File: src/rtl/sata_port_pkg.sv
package sata_port_pkg;

   localparam int REG_W   = 32;
   localparam int NUM_REG = 15;

   // word indices whose position software relies on
   localparam int IX_CLB_LO = 0;
   localparam int IX_CLB_HI = 1;
   localparam int IX_FB_LO  = 2;
   localparam int IX_FB_HI  = 3;
   localparam int IX_ISTAT  = 4;
   localparam int IX_IEN    = 5;
   localparam int IX_CMD    = 6;
   localparam int IX_TFD    = 8;
   localparam int IX_SIG    = 9;
   localparam int IX_SSTS   = 10;
   localparam int IX_SCTL   = 11;
   localparam int IX_SERR   = 12;
   localparam int IX_SACT   = 13;
   localparam int IX_CI     = 14;

   typedef enum logic [2:0] {
      WR_NONE,
      WR_PLAIN,
      WR_MASKED,
      WR_W1C,
      WR_W1S,
      WR_RO
   } wrule_e;

   function automatic wrule_e rule_of(input int ix);
      case (ix)
         IX_CLB_LO, IX_CLB_HI, IX_FB_LO, IX_FB_HI, IX_SCTL: rule_of = WR_PLAIN;
         IX_IEN, IX_CMD:                                   rule_of = WR_MASKED;
         IX_ISTAT, IX_SERR:                                rule_of = WR_W1C;
         IX_SACT, IX_CI:                                   rule_of = WR_W1S;
         IX_TFD, IX_SIG, IX_SSTS:                          rule_of = WR_RO;
         default:                                          rule_of = WR_NONE;
      endcase
   endfunction

endpackage

File: src/rtl/sata_port_decode.sv
module sata_port_decode #(
   parameter int ADDR_W    = 8,
   parameter int WIN_WORDS = 32,
   parameter int NUM_REG   = 15,
   parameter int IDX_W     = ADDR_W - 2
) (
   input  logic                 req_valid,
   input  logic                 req_write,
   input  logic [ADDR_W-1:0]    req_offset,
   output logic [IDX_W-1:0]     word_idx,
   output logic                 in_win,
   output logic                 rd_fire,
   output logic [NUM_REG-1:0]   wr_sel
);

   localparam logic [IDX_W:0] WIN_L = (IDX_W+1)'(WIN_WORDS);

   logic       wr_ok;
   logic [1:0] unused_lsb;

   assign unused_lsb = req_offset[1:0];
   assign word_idx   = req_offset[ADDR_W-1:2];
   assign in_win     = ({1'b0, word_idx} < WIN_L);
   assign wr_ok      = req_valid & req_write & in_win;
   assign rd_fire    = req_valid & ~req_write;

   for (genvar g = 0; g < NUM_REG; g++) begin : g_sel
      assign wr_sel[g] = wr_ok && (word_idx == IDX_W'(g));
   end

endmodule

File: src/rtl/sata_port_field.sv
module sata_port_field
   import sata_port_pkg::*;
#(
   parameter wrule_e         RULE = WR_PLAIN,
   parameter int             W    = 32,
   parameter logic [W-1:0]   MASK = '1
) (
   input  logic          clk,
   input  logic          rst_n,
   input  logic          we,
   input  logic [W-1:0]  wdata,
   input  logic [W-1:0]  hw_set,
   input  logic [W-1:0]  hw_clr,
   output logic [W-1:0]  q
);

   logic [W-1:0] q_r;
   logic [W-1:0] nxt;
   logic [W-1:0] held;
   logic [W-1:0] wv;

   always_comb begin
      wv   = we ? wdata : '0;
      held = (q_r & ~hw_clr) | hw_set;
   end

   if (RULE == WR_W1C) begin : g_w1c
      // hardware set wins over a software clear of the same bit
      always_comb nxt = ((held & ~wv) | hw_set) & MASK;
   end else if (RULE == WR_W1S) begin : g_w1s
      // completion clear first, then software set
      always_comb nxt = (held | wv) & MASK;
   end else if (RULE == WR_PLAIN || RULE == WR_MASKED) begin : g_store
      always_comb nxt = (we ? wdata : held) & MASK;
   end else begin : g_bad
      $error("sata_port_field: rule has no storage");
   end

   always_ff @(posedge clk) begin
      if (!rst_n) q_r <= '0;
      else        q_r <= nxt;
   end

   assign q = q_r;

endmodule

File: src/rtl/sata_port_readmux.sv
module sata_port_readmux #(
   parameter int IDX_W   = 6,
   parameter int NUM_REG = 15,
   parameter int W       = 32
) (
   input  logic [IDX_W-1:0]             idx,
   input  logic                         in_win,
   input  logic [NUM_REG-1:0][W-1:0]    vals,
   output logic [W-1:0]                 data
);

   always_comb begin
      data = '0;
      for (int k = 0; k < NUM_REG; k++) begin
         if (in_win && (idx == IDX_W'(k))) data = vals[k];
      end
   end

endmodule

File: src/rtl/sata_port_regs.sv
module sata_port_regs
   import sata_port_pkg::*;
#(
   parameter int           ADDR_W    = 8,
   parameter int           WIN_WORDS = 32,
   parameter int           DET_W     = 4,
   parameter logic [31:0]  IEN_MASK  = 32'hFDC0_00FF,
   parameter logic [31:0]  CMD_WMASK = 32'hF000_001F
) (
   input  logic                clk,
   input  logic                rst_n,
   input  logic                req_valid,
   input  logic                req_write,
   input  logic [ADDR_W-1:0]   req_offset,
   input  logic [31:0]         req_wdata,
   output logic [31:0]         rsp_rdata,
   output logic                rsp_err,
   input  logic [31:0]         irq_set,
   input  logic [31:0]         err_set,
   input  logic [31:0]         cmd_done,
   input  logic [31:0]         hw_cmd_status,
   input  logic [31:0]         hw_tfd,
   input  logic [31:0]         hw_sig,
   input  logic [31:0]         hw_ssts,
   output logic                port_irq,
   output logic                port_reset_req,
   output logic                cmd_check
);

   localparam int IDX_W = ADDR_W - 2;

   if (ADDR_W < 3) begin : g_chk_addr
      $error("sata_port_regs: ADDR_W too small");
   end
   if (WIN_WORDS > (1 << IDX_W)) begin : g_chk_win
      $error("sata_port_regs: window larger than offset range");
   end
   if (NUM_REG > WIN_WORDS) begin : g_chk_num
      $error("sata_port_regs: defined words exceed window");
   end
   if (DET_W < 1 || DET_W > REG_W) begin : g_chk_det
      $error("sata_port_regs: DET_W out of range");
   end

   function automatic logic [REG_W-1:0] mask_of(input int ix);
      case (ix)
         IX_IEN:  mask_of = IEN_MASK;
         IX_CMD:  mask_of = CMD_WMASK;
         default: mask_of = '1;
      endcase
   endfunction

   logic [IDX_W-1:0]               word_idx;
   logic                           in_win;
   logic                           rd_fire;
   logic [NUM_REG-1:0]             wr_sel;
   logic [NUM_REG-1:0][REG_W-1:0]  q_v;
   logic [NUM_REG-1:0][REG_W-1:0]  vals;
   logic [REG_W-1:0]               rd_data;
   logic                           det_release;

   sata_port_decode #(
      .ADDR_W    (ADDR_W),
      .WIN_WORDS (WIN_WORDS),
      .NUM_REG   (NUM_REG),
      .IDX_W     (IDX_W)
   ) u_dec (
      .req_valid  (req_valid),
      .req_write  (req_write),
      .req_offset (req_offset),
      .word_idx   (word_idx),
      .in_win     (in_win),
      .rd_fire    (rd_fire),
      .wr_sel     (wr_sel)
   );

   for (genvar g = 0; g < NUM_REG; g++) begin : g_word
      localparam wrule_e RL = rule_of(g);
      logic [REG_W-1:0] ovl;

      if (g == IX_CMD) begin : g_ovl_cmd
         assign ovl = hw_cmd_status & ~CMD_WMASK;
      end else if (g == IX_TFD) begin : g_ovl_tfd
         assign ovl = hw_tfd;
      end else if (g == IX_SIG) begin : g_ovl_sig
         assign ovl = hw_sig;
      end else if (g == IX_SSTS) begin : g_ovl_ssts
         assign ovl = hw_ssts;
      end else begin : g_ovl_none
         assign ovl = '0;
      end

      if (RL == WR_NONE || RL == WR_RO) begin : g_fixed
         assign q_v[g] = '0;
      end else begin : g_reg
         logic [REG_W-1:0] s_in;
         logic [REG_W-1:0] c_in;

         if (g == IX_ISTAT) begin : g_s_irq
            assign s_in = irq_set;
         end else if (g == IX_SERR) begin : g_s_err
            assign s_in = err_set;
         end else begin : g_s_none
            assign s_in = '0;
         end

         if (g == IX_SACT || g == IX_CI) begin : g_c_done
            assign c_in = cmd_done;
         end else begin : g_c_none
            assign c_in = '0;
         end

         sata_port_field #(
            .RULE (RL),
            .W    (REG_W),
            .MASK (mask_of(g))
         ) u_fld (
            .clk    (clk),
            .rst_n  (rst_n),
            .we     (wr_sel[g]),
            .wdata  (req_wdata),
            .hw_set (s_in),
            .hw_clr (c_in),
            .q      (q_v[g])
         );
      end

      assign vals[g] = q_v[g] | ovl;
   end

   sata_port_readmux #(
      .IDX_W   (IDX_W),
      .NUM_REG (NUM_REG),
      .W       (REG_W)
   ) u_rmux (
      .idx    (word_idx),
      .in_win (in_win),
      .vals   (vals),
      .data   (rd_data)
   );

   assign det_release = wr_sel[IX_SCTL]
                     && (q_v[IX_SCTL][DET_W-1:0] == DET_W'(1))
                     && (req_wdata[DET_W-1:0] == '0);

   always_ff @(posedge clk) begin
      if (!rst_n) begin
         rsp_rdata      <= '0;
         rsp_err        <= 1'b0;
         port_reset_req <= 1'b0;
         cmd_check      <= 1'b0;
      end else begin
         rsp_err        <= req_valid & ~in_win;
         port_reset_req <= det_release;
         cmd_check      <= wr_sel[IX_CMD] | wr_sel[IX_CI];
         if (rd_fire) rsp_rdata <= rd_data;
      end
   end

   assign port_irq = |(vals[IX_ISTAT] & vals[IX_IEN]);

endmodule

File: config.mk
export PLATFORM = sky130hd
export DESIGN_NAME = sata_port_regs
export DESIGN_NICKNAME = d
export VERILOG_FILES = /design/src/rtl/sata_port_pkg.sv /design/src/rtl/sata_port_decode.sv /design/src/rtl/sata_port_field.sv /design/src/rtl/sata_port_readmux.sv /design/src/rtl/sata_port_regs.sv
export SDC_FILE = /design/constraint.sdc
export NUM_CORES = 1
export LEC_CHECK = 0
export BUFFER_PORTS_ARGS = -buffer_cell sky130_fd_sc_hd__clkbuf_2
export CORE_ASPECT_RATIO = 0.9
export CORE_MARGIN = 8
export CORE_UTILIZATION = 46
export DETAILED_ROUTE_END_ITERATION = 12
export PLACE_DENSITY = 0.67
export SKIP_CTS_REPAIR_TIMING = 1
export SLEW_MARGIN = 20
export SYNTH_ARGS = -nofsm -noshare
export SYNTH_HDL_FRONTEND = slang
export SYNTH_HIERARCHICAL = 1
export SYNTH_SLANG_ARGS = --single-unit
File: constraint.sdc
create_clock -name clk -period 5.2 [get_ports clk]
set_input_delay 0.78 -clock clk [delete_from_list [all_inputs] [get_ports clk]]
set_output_delay 0.78 -clock clk [all_outputs]
set_load 0.01 [all_outputs]
Word level (Yosys, flattened, before mapping)
Cells that the tools add are included.
{"block": "word_totals", "ff_bits": 387, "in_bits": 268, "out_inout_bits": 36, "elab_cells": 105}
{"block": "op_classes", "n_lt_le_gt_ge": 1, "eq_ne": 15, "mux": 19, "bitwise_logic": 22, "n_reduce_logical": 31}
{"op": "2-to-1 mux 32 bit", "n": 19}
{"op": "bitwise OR 32 bit", "n": 6}
{"op": "bitwise AND 32 bit", "n": 5}
{"op": "inverter 32 bit", "n": 3}
{"op": "equality test 6 x 4 -> 1 bit (second input constant)", "n": 7}
{"op": "bitwise OR 32 x 28 -> 32 bit", "n": 1}
{"op": "OR reduction 32 bit", "n": 1}
{"op": "logical AND 1 bit", "n": 28}
{"op": "equality test 6 x 3 -> 1 bit (second input constant)", "n": 4}
{"op": "equality test 6 x 2 -> 1 bit (second input constant)", "n": 2}
{"op": "equality test 6 x 1 -> 1 bit (second input constant)", "n": 1}
{"op": "logical NOT 6 bit", "n": 1}
{"op": "less-than comparator 6 bit (second input constant)", "n": 1}
{"op": "bitwise AND 1 bit", "n": 4}
{"op": "equality test 4 x 1 -> 1 bit (second input constant)", "n": 1}
{"op": "logical NOT 4 bit", "n": 1}
{"op": "inverter 1 bit", "n": 2}
{"op": "bitwise OR 1 bit", "n": 1}

Depth between registers and ports, before layout
Gate-level depths: netlist of run 1.
{"block": "logic_depth", "word_depth": 17, "mapped_depth": 12, "depth_no_buf": 8}

Cells and area by module
Netlist of run 1, hierarchy kept.
{"module": "sata_port_field at g_word[0].g_reg.u_fld ...", "n_inst": 5, "cells_per_inst": 138, "area_per_inst_um2": 1442.6, "seq_area_each_um2": 640.6}
{"module": "sata_port_readmux", "n_inst": 1, "cells_per_inst": 687, "area_per_inst_um2": 4578.1, "seq_area_each_um2": 0.0}
{"module": "sata_port_field at g_word[13].g_reg.u_fld ...", "n_inst": 2, "cells_per_inst": 134, "area_per_inst_um2": 1372.6, "seq_area_each_um2": 640.6}
{"module": "sata_port_field at g_word[12].g_reg.u_fld ...", "n_inst": 2, "cells_per_inst": 134, "area_per_inst_um2": 1286.2, "seq_area_each_um2": 640.6}
{"module": "sata_port_regs", "n_inst": 1, "cells_per_inst": 156, "area_per_inst_um2": 1609.0, "seq_area_each_um2": 700.7}
{"module": "sata_port_field at g_word[5].g_reg.u_fld", "n_inst": 1, "cells_per_inst": 89, "area_per_inst_um2": 884.6, "seq_area_each_um2": 340.3}
{"module": "sata_port_field at g_word[6].g_reg.u_fld", "n_inst": 1, "cells_per_inst": 62, "area_per_inst_um2": 584.3, "seq_area_each_um2": 180.2}
{"module": "sata_port_decode", "n_inst": 1, "cells_per_inst": 32, "area_per_inst_um2": 304.0, "seq_area_each_um2": 0.0}

Worst setup path before layout of run 1
OpenSTA, ideal clock, no wires.
{"block": "synth_timing", "kind": "input -> register", "from": "input req_offset[7]", "to": "register rsp_rdata[21]", "setup_time_ns": 0.065, "t_arrival_ns": 2.497, "required_time_ns": 5.135, "path_slack_ns": 2.638, "cell_stages": 9, "n_path_buf": 4, "cell_sequence": "buf_4 > buf_6 > or4b_1 > buf_2 > buf_6 > or3_1 > a31oi_1 > mux2i_1 > nor2b_1"}
{"block": "synth_via", "elab_chain_cells": 17, "elab_cells_between_ends": 46, "classes_between": "1 x order compare; 14 x eq/ne; 15 x mux; 16 x reduce/logical"}
{"element": "from (decl)", "line_no": "sata_port_regs.sv:14", "text": "input logic [ADDR_W-1:0] req_offset,"}
{"element": "less-than comparator 6 bit / logical NOT 6 bit (equally long branches)", "line_no": "sata_port_decode.sv:23, sata_port_readmux.sv:15"}
{"element": "logical AND 1 bit", "line_no": "sata_port_readmux.sv:15", "text": "if (in_win && (idx == IDX_W'(k))) data = vals[k];"}
{"element": "2-to-1 mux 32 bit (14 in a row)", "line_no": "sata_port_readmux.sv:15"}
{"element": "2-to-1 mux 32 bit *", "line_no": "sata_port_readmux.sv:15"}
{"element": "net rd_data[21]", "line_no": "sata_port_regs.sv:59", "text": "logic [REG_W-1:0] rd_data;"}
{"element": "to (signal assigned)", "line_no": "sata_port_regs.sv:156", "text": "if (rd_fire) rsp_rdata <= rd_data;"}
{"element": "to (decl)", "line_no": "sata_port_regs.sv:16", "text": "output logic [31:0] rsp_rdata,"}
Mark *: on every way through the listed nets, which the timed path passes. The rest lies on a longest branch.
A chain may end at the register's enable or synchronous reset.

Worst setup path after layout of run 1
{"block": "layout_timing", "from": "input req_offset[2]", "to": "register rsp_rdata[9]"}
Same word-level chain as after synthesis.

==> results of run 1 <==
-- critical path, stage by stage --
cell and delay (ps):
buf_6 260, nor2_1 750, buf_4 310, buf_4 220, nand2_1 370, nor2_1 420, a22oi_1 120, a31oi_1 200
mux2i_1 100, nor2b_1 130
-- cell type report --
class                           count  area, µm²
Antenna cell                        3       7.51
Tap cell                          600        751
Inverter                           72        270
Clock buffer                       54       1130
Clock inverter                     14        180
Sequential cell                   349       6990
Timing Repair Buffer              336       1850
Multi-Input combinational cell   2187      14000
Fill cell                        4036      18800
-- per-layer routing --
metal	GRT usage, %	vias to the layer above	part of all wire [%]
li1	-	9188	-
met1	38.8	9438	42
met2	46.7	899	45
met3	5.50	179	9.0
met4	12.2	2	3.9
met5	0	-	0.017
-- how the worst min path moves through the flow --
| stage | to | slack, ps | startpoint |
|---|---|---|---|
| after floorplan | rsp_rdata[30] | 540 | rsp_rdata[30] |
| after global placement | rsp_rdata[27] | 510 | rsp_rdata[27] |
| after detailed placement | rsp_rdata[18] | 520 | rsp_rdata[18] |
| after CTS | g_word[12].g_reg.u_fld/q[9] | 380 | err_set[9] |
| after global routing | g_word[12].g_reg.u_fld/q[9] | 420 | err_set[9] |
| final | g_word[12].g_reg.u_fld/q[9] | 410 | err_set[9] |
-- state kept, by name, summed over array words and instances, names as in the netlist --
name                  flops
cmd_check                 1
port_reset_req            1
rsp_err                   1
rsp_rdata                32
g_word.g_reg.u_fld/q    314
-- power by group through the flow --
stage / registers [mW] / clock network (mW) / logic, mW
floorplan: 2.96 / 0 / 0.632
global placement: 2.98 / 0 / 0.937
detailed placement: 2.99 / 0 / 0.961
CTS: 2.93 / 2.95 / 0.965
global route: 2.95 / 3.04 / 1.07
finish: 2.94 / 2.90 / 0.995
-- per-stage QoR --
stage | std cells | hold WS (ps) | instance area [µm²] | worst slack (ps)
finish | 3615 | 411 | 25200 | 2000
global route | 3613 | 415 | 25200 | 1880
CTS | 3611 | 385 | 25200 | 2130
detailed placement | 3543 | 519 | 23900 | 1550
global placement | 3543 | 506 | 23900 | 1630
floorplan | 2816 | 538 | 22600 | 2640
==> impl_metrics.ini, run 1 <==
[run_status]
outcome = finished, final reports clean

[final_layout]
finalNetCount = 3254
layout_common_cells = conb_1, dfxtp_1, nor2b_1, clkbuf_2, o311a_1
syn_to_final_growth_pct = 23.2
drive_gt1_share_pct = 16.6
mostFrequentLayoutCell = conb_1
postLayoutCoreUtil_pct = 57.3

[worst_hold_path]
worstHoldPathCells = 2
hold_path.class = primary input to flop

[global_route]
grt_overflow = 0
grt_pass1_vias = 19500
antenna_found_initial = 7
grt_max_degree = 149
grtUsageTotal_pct = 29.4
grt_first_pass_wirelength_um = 118000

[detailed_routing]
ant_nets = 0
viasPerCell = 5.45
drt_wl_total_um = 78500
num_vias = 19700
drcViolationCount = 0
drtPass1Iterations = 5
avgRoutedWirePerCell_um = 21.7
drt_iter0_drc = 1929

[clocking]
clk_path_buf_depth = 3
cts_root_buffer = clkbuf_16
clk_latency_ps = 580
cts_tree = built
cts.clk_slew.worst_paths_ps = 60
h-tree-depth = 2
numCtsBuffers = 40
clkSinkCount = 349

[sta]
worst_pin_slew_ps = 1190
hold_viol = 0
period_share_pct = 61.6
final_max_slew_viol_count = 0
finClkSkew_ps = 33.0
min_period_ps = 3200
relSlewSlack_pct = 20.5
setup-tns-final_ps = 0
setup_viol = 0
rsz0062_at_grt = no
fmaxAchievable_ghz = 0.312

[floorplan]
start_util_pct = 46.5
die_area_um2 = 51500
core_um2 = 44000
die_width_um = 238
dieHeight_um = 216
ioPinCount = 304
fp-row-count = 73

[placement]
place.gp.congestion = 0.911
io_buffers = 292
dpl.hpwl_um = 55500

[critical_path]
reg2reg_slack_ps = 3210
path_class = primary input to flop
cp-startpoint = req_offset[2]
required_ps = 5710
reg2reg_to = rsp_rdata[14]
worst_r2r_path_depth = 7
endpoint_kind = flop
crit_arrival_ps = 3710
cp-start-kind = primary input
crit_fanout = 66
r2r-start = g_word[3].g_reg.u_fld/q[14]
cp-endpoint = rsp_rdata[9]

[power]
clockPowerShare_pct = 42.5
p_sw_share_pct = 27.0
p_switching_mw = 1.84
p_per_area_nw_per_um2 = 271
ir_worst_vdd_v = 0.000183
sequentialPowerShare_pct = 43.0
total_power_mw = 6.84
p_int_mw = 4.99
p_leak_nw = 11.1
pwr-share-comb_pct = 14.6

[logic_synthesis]
synth_area_um2 = 20500
synth_warnings = 6
syn_inst = 2248
syn_area_per_cell_um2 = 9.10

[job]
cap_violations = 0
Note: power is estimated with default switching activity, not from simulation.
==> run 2, diff against run 1 <==
--- a/config.mk
+++ b/config.mk
@@ -10,7 +10,7 @@
 export CORE_MARGIN = 8
 export CORE_UTILIZATION = 46
 export DETAILED_ROUTE_END_ITERATION = 12
-export PLACE_DENSITY = 0.67
+export PLACE_DENSITY = 0.69
 export SKIP_CTS_REPAIR_TIMING = 1
 export SLEW_MARGIN = 20
 export SYNTH_ARGS = -nofsm -noshare
==> constraint.sdc (replaced) <==
create_clock -name clk -period 2.65 [get_ports clk]
set_input_delay 0.3975 -clock clk [delete_from_list [all_inputs] [get_ports clk]]
set_output_delay 0.3975 -clock clk [all_outputs]
set_load 0.01 [all_outputs]
==> impl_metrics.ini, run 2 (synthesis results as in run 1) <==
[run_status]
outcome = finished, final reports clean

[sta]
final_max_slew_viol_count = 0
worst_pin_slew_ps = 824
setup_viol = 0
min_period_ps = 2520
relSlewSlack_pct = 44.9
finClkSkew_ps = 7.16
period_share_pct = 94.9
hold_viol = 0
setup-tns-final_ps = 0
fmaxAchievable_ghz = 0.398
rsz0062_at_grt = no

[placement]
dp.cells = 3630
dpl.hpwl_um = 58300
io_buffers = 292
place.gp.congestion = 0.938

[clocking]
clk_latency_ps = 550
cts_root_buffer = clkbuf_16
numCtsBuffers = 41
clkSinkCount = 349
h-tree-depth = 2
clk_path_buf_depth = 3
cts_tree = built
cts.clk_slew.worst_paths_ps = 60

[critical_path]
required_ps = 2250
path_buf_inv = 1
cp-startpoint = g_word[4].g_reg.u_fld/q[0]
crit_fanout = 3
crit_arrival_ps = 2120
crit_chain = a22oi_1 -> nand4_1 -> or4_1 -> clkbuf_2
cpPeakStageDelay_ps = 630
path_class = flop to output pin
slowest_stage = or4_1
r2r-start = g_word[3].g_reg.u_fld/q[8]
cp-start-kind = flop
path_delay_family = simple AND/OR/NAND/NOR gates
endpoint_kind = output pin

[global_route]
antenna_found_initial = 1
grt_overflow = 0
grt_pass1_vias = 20100
grtUsageTotal_pct = 29.9
grt_max_degree = 82
grt_first_pass_wirelength_um = 119000

[floorplan]
start_util_pct = 46.5
dieHeight_um = 216
fp-row-count = 73
core_um2 = 44000
die_area_um2 = 51500
ioPinCount = 304
die_width_um = 238

[power]
sequentialPowerShare_pct = 42.5
p_switching_mw = 3.64
pwr-share-comb_pct = 15.2
clockPowerShare_pct = 42.3
p_leak_nw = 11.6
p_sw_share_pct = 26.8
ir_worst_vdd_v = 0.000319
p_int_mw = 9.94
p_per_area_nw_per_um2 = 519

[final_layout]
mostFrequentLayoutCell = conb_1
finalNetCount = 3341
fin_cells = 3706
syn_to_final_growth_pct = 27.9
drive_gt1_share_pct = 18.9
layout_common_cells = conb_1, dfxtp_1, nor2b_1, clkbuf_2, o311a_1
largest_reg_flops = 314

[detailed_routing]
drcViolationCount = 0
viasPerCell = 5.44
drt_wl_total_um = 79800
drtPass1Iterations = 8
avgRoutedWirePerCell_um = 21.5
drt_iter0_drc = 2037
num_vias = 20200
ant_nets = 0

[job]
cap_violations = 0

[worst_hold_path]
worstHoldStart = err_set[5]
hold_path.class = primary input to flop
run 2: cell count changes in the layout (fill, tap and decap cells not counted), sizes merged:
cell / previous run / this run
inv: 73 / 71
bufinv: 4 / 3
buf: 48 / 134
clkinv: 8 / 9
clkbuf: 342 / 348
diode: 3 / 4
run 2: area by class of cell:
type                    instances  area (µm²)
clock buffers                  60        1210
inverters                      72         270
repair buffers                422        2770
clock inverters                12         141
diodes                          4        10.0
multi-input cells            2187       14000
flip-flops and latches        349        6990
fillers                      4009       17900
well taps                     600         751
run 2: worst paths after layout:
| path | end | slack, ps | cells after the start |
|---|---|---|---|
| setup / recovery | port_irq | 130 | 4 |
| setup reg to reg | rsp_rdata[8] | 700 | 8 |
| hold reg to reg | rsp_rdata[15] | 520 | 2 |
| hold / removal | g_word[12].g_reg.u_fld/q[5] | 50 | 2 |
run 2: routing by layer:
| layer | vias to the layer above | track usage, % | wire length, µm |
|---|---|---|---|
| li1 | 9383 | - | - |
| met1 | 9654 | 38.9 | 33300 |
| met2 | 906 | 47.3 | 35600 |
| met3 | 209 | 6.69 | 7360 |
| met4 | 2 | 12.8 | 3520 |
| met5 | - | 0 | 13 |
run 2: stage by stage:
stage / setup WS [ps] / utilization (%) / cell area (µm²) / power [mW] / hold WS (ps)
global route: 84.1 / 59.4 / 26200 / 14.1 / 34.6
floorplan: 470 / - / 22600 / 7.04 / 515
CTS: 104 / 59.4 / 26200 / 13.6 / 27.4
global placement: 226 / 56.3 / 24800 / 7.80 / 512
detailed placement: 160 / 56.3 / 24800 / 7.87 / 513
finish: 134 / 59.4 / 26200 / 13.6 / 48.8
run 2: power by group through the flow:
stage | clock network (mW) | logic [mW] | registers (mW)
global placement | 0 | 1.94 | 5.86
finish | 5.74 | 2.07 | 5.77
CTS | 5.82 | 2.00 | 5.76
global route | 6.06 | 2.22 | 5.80
floorplan | 0 | 1.24 | 5.80
detailed placement | 0 | 1.99 | 5.88
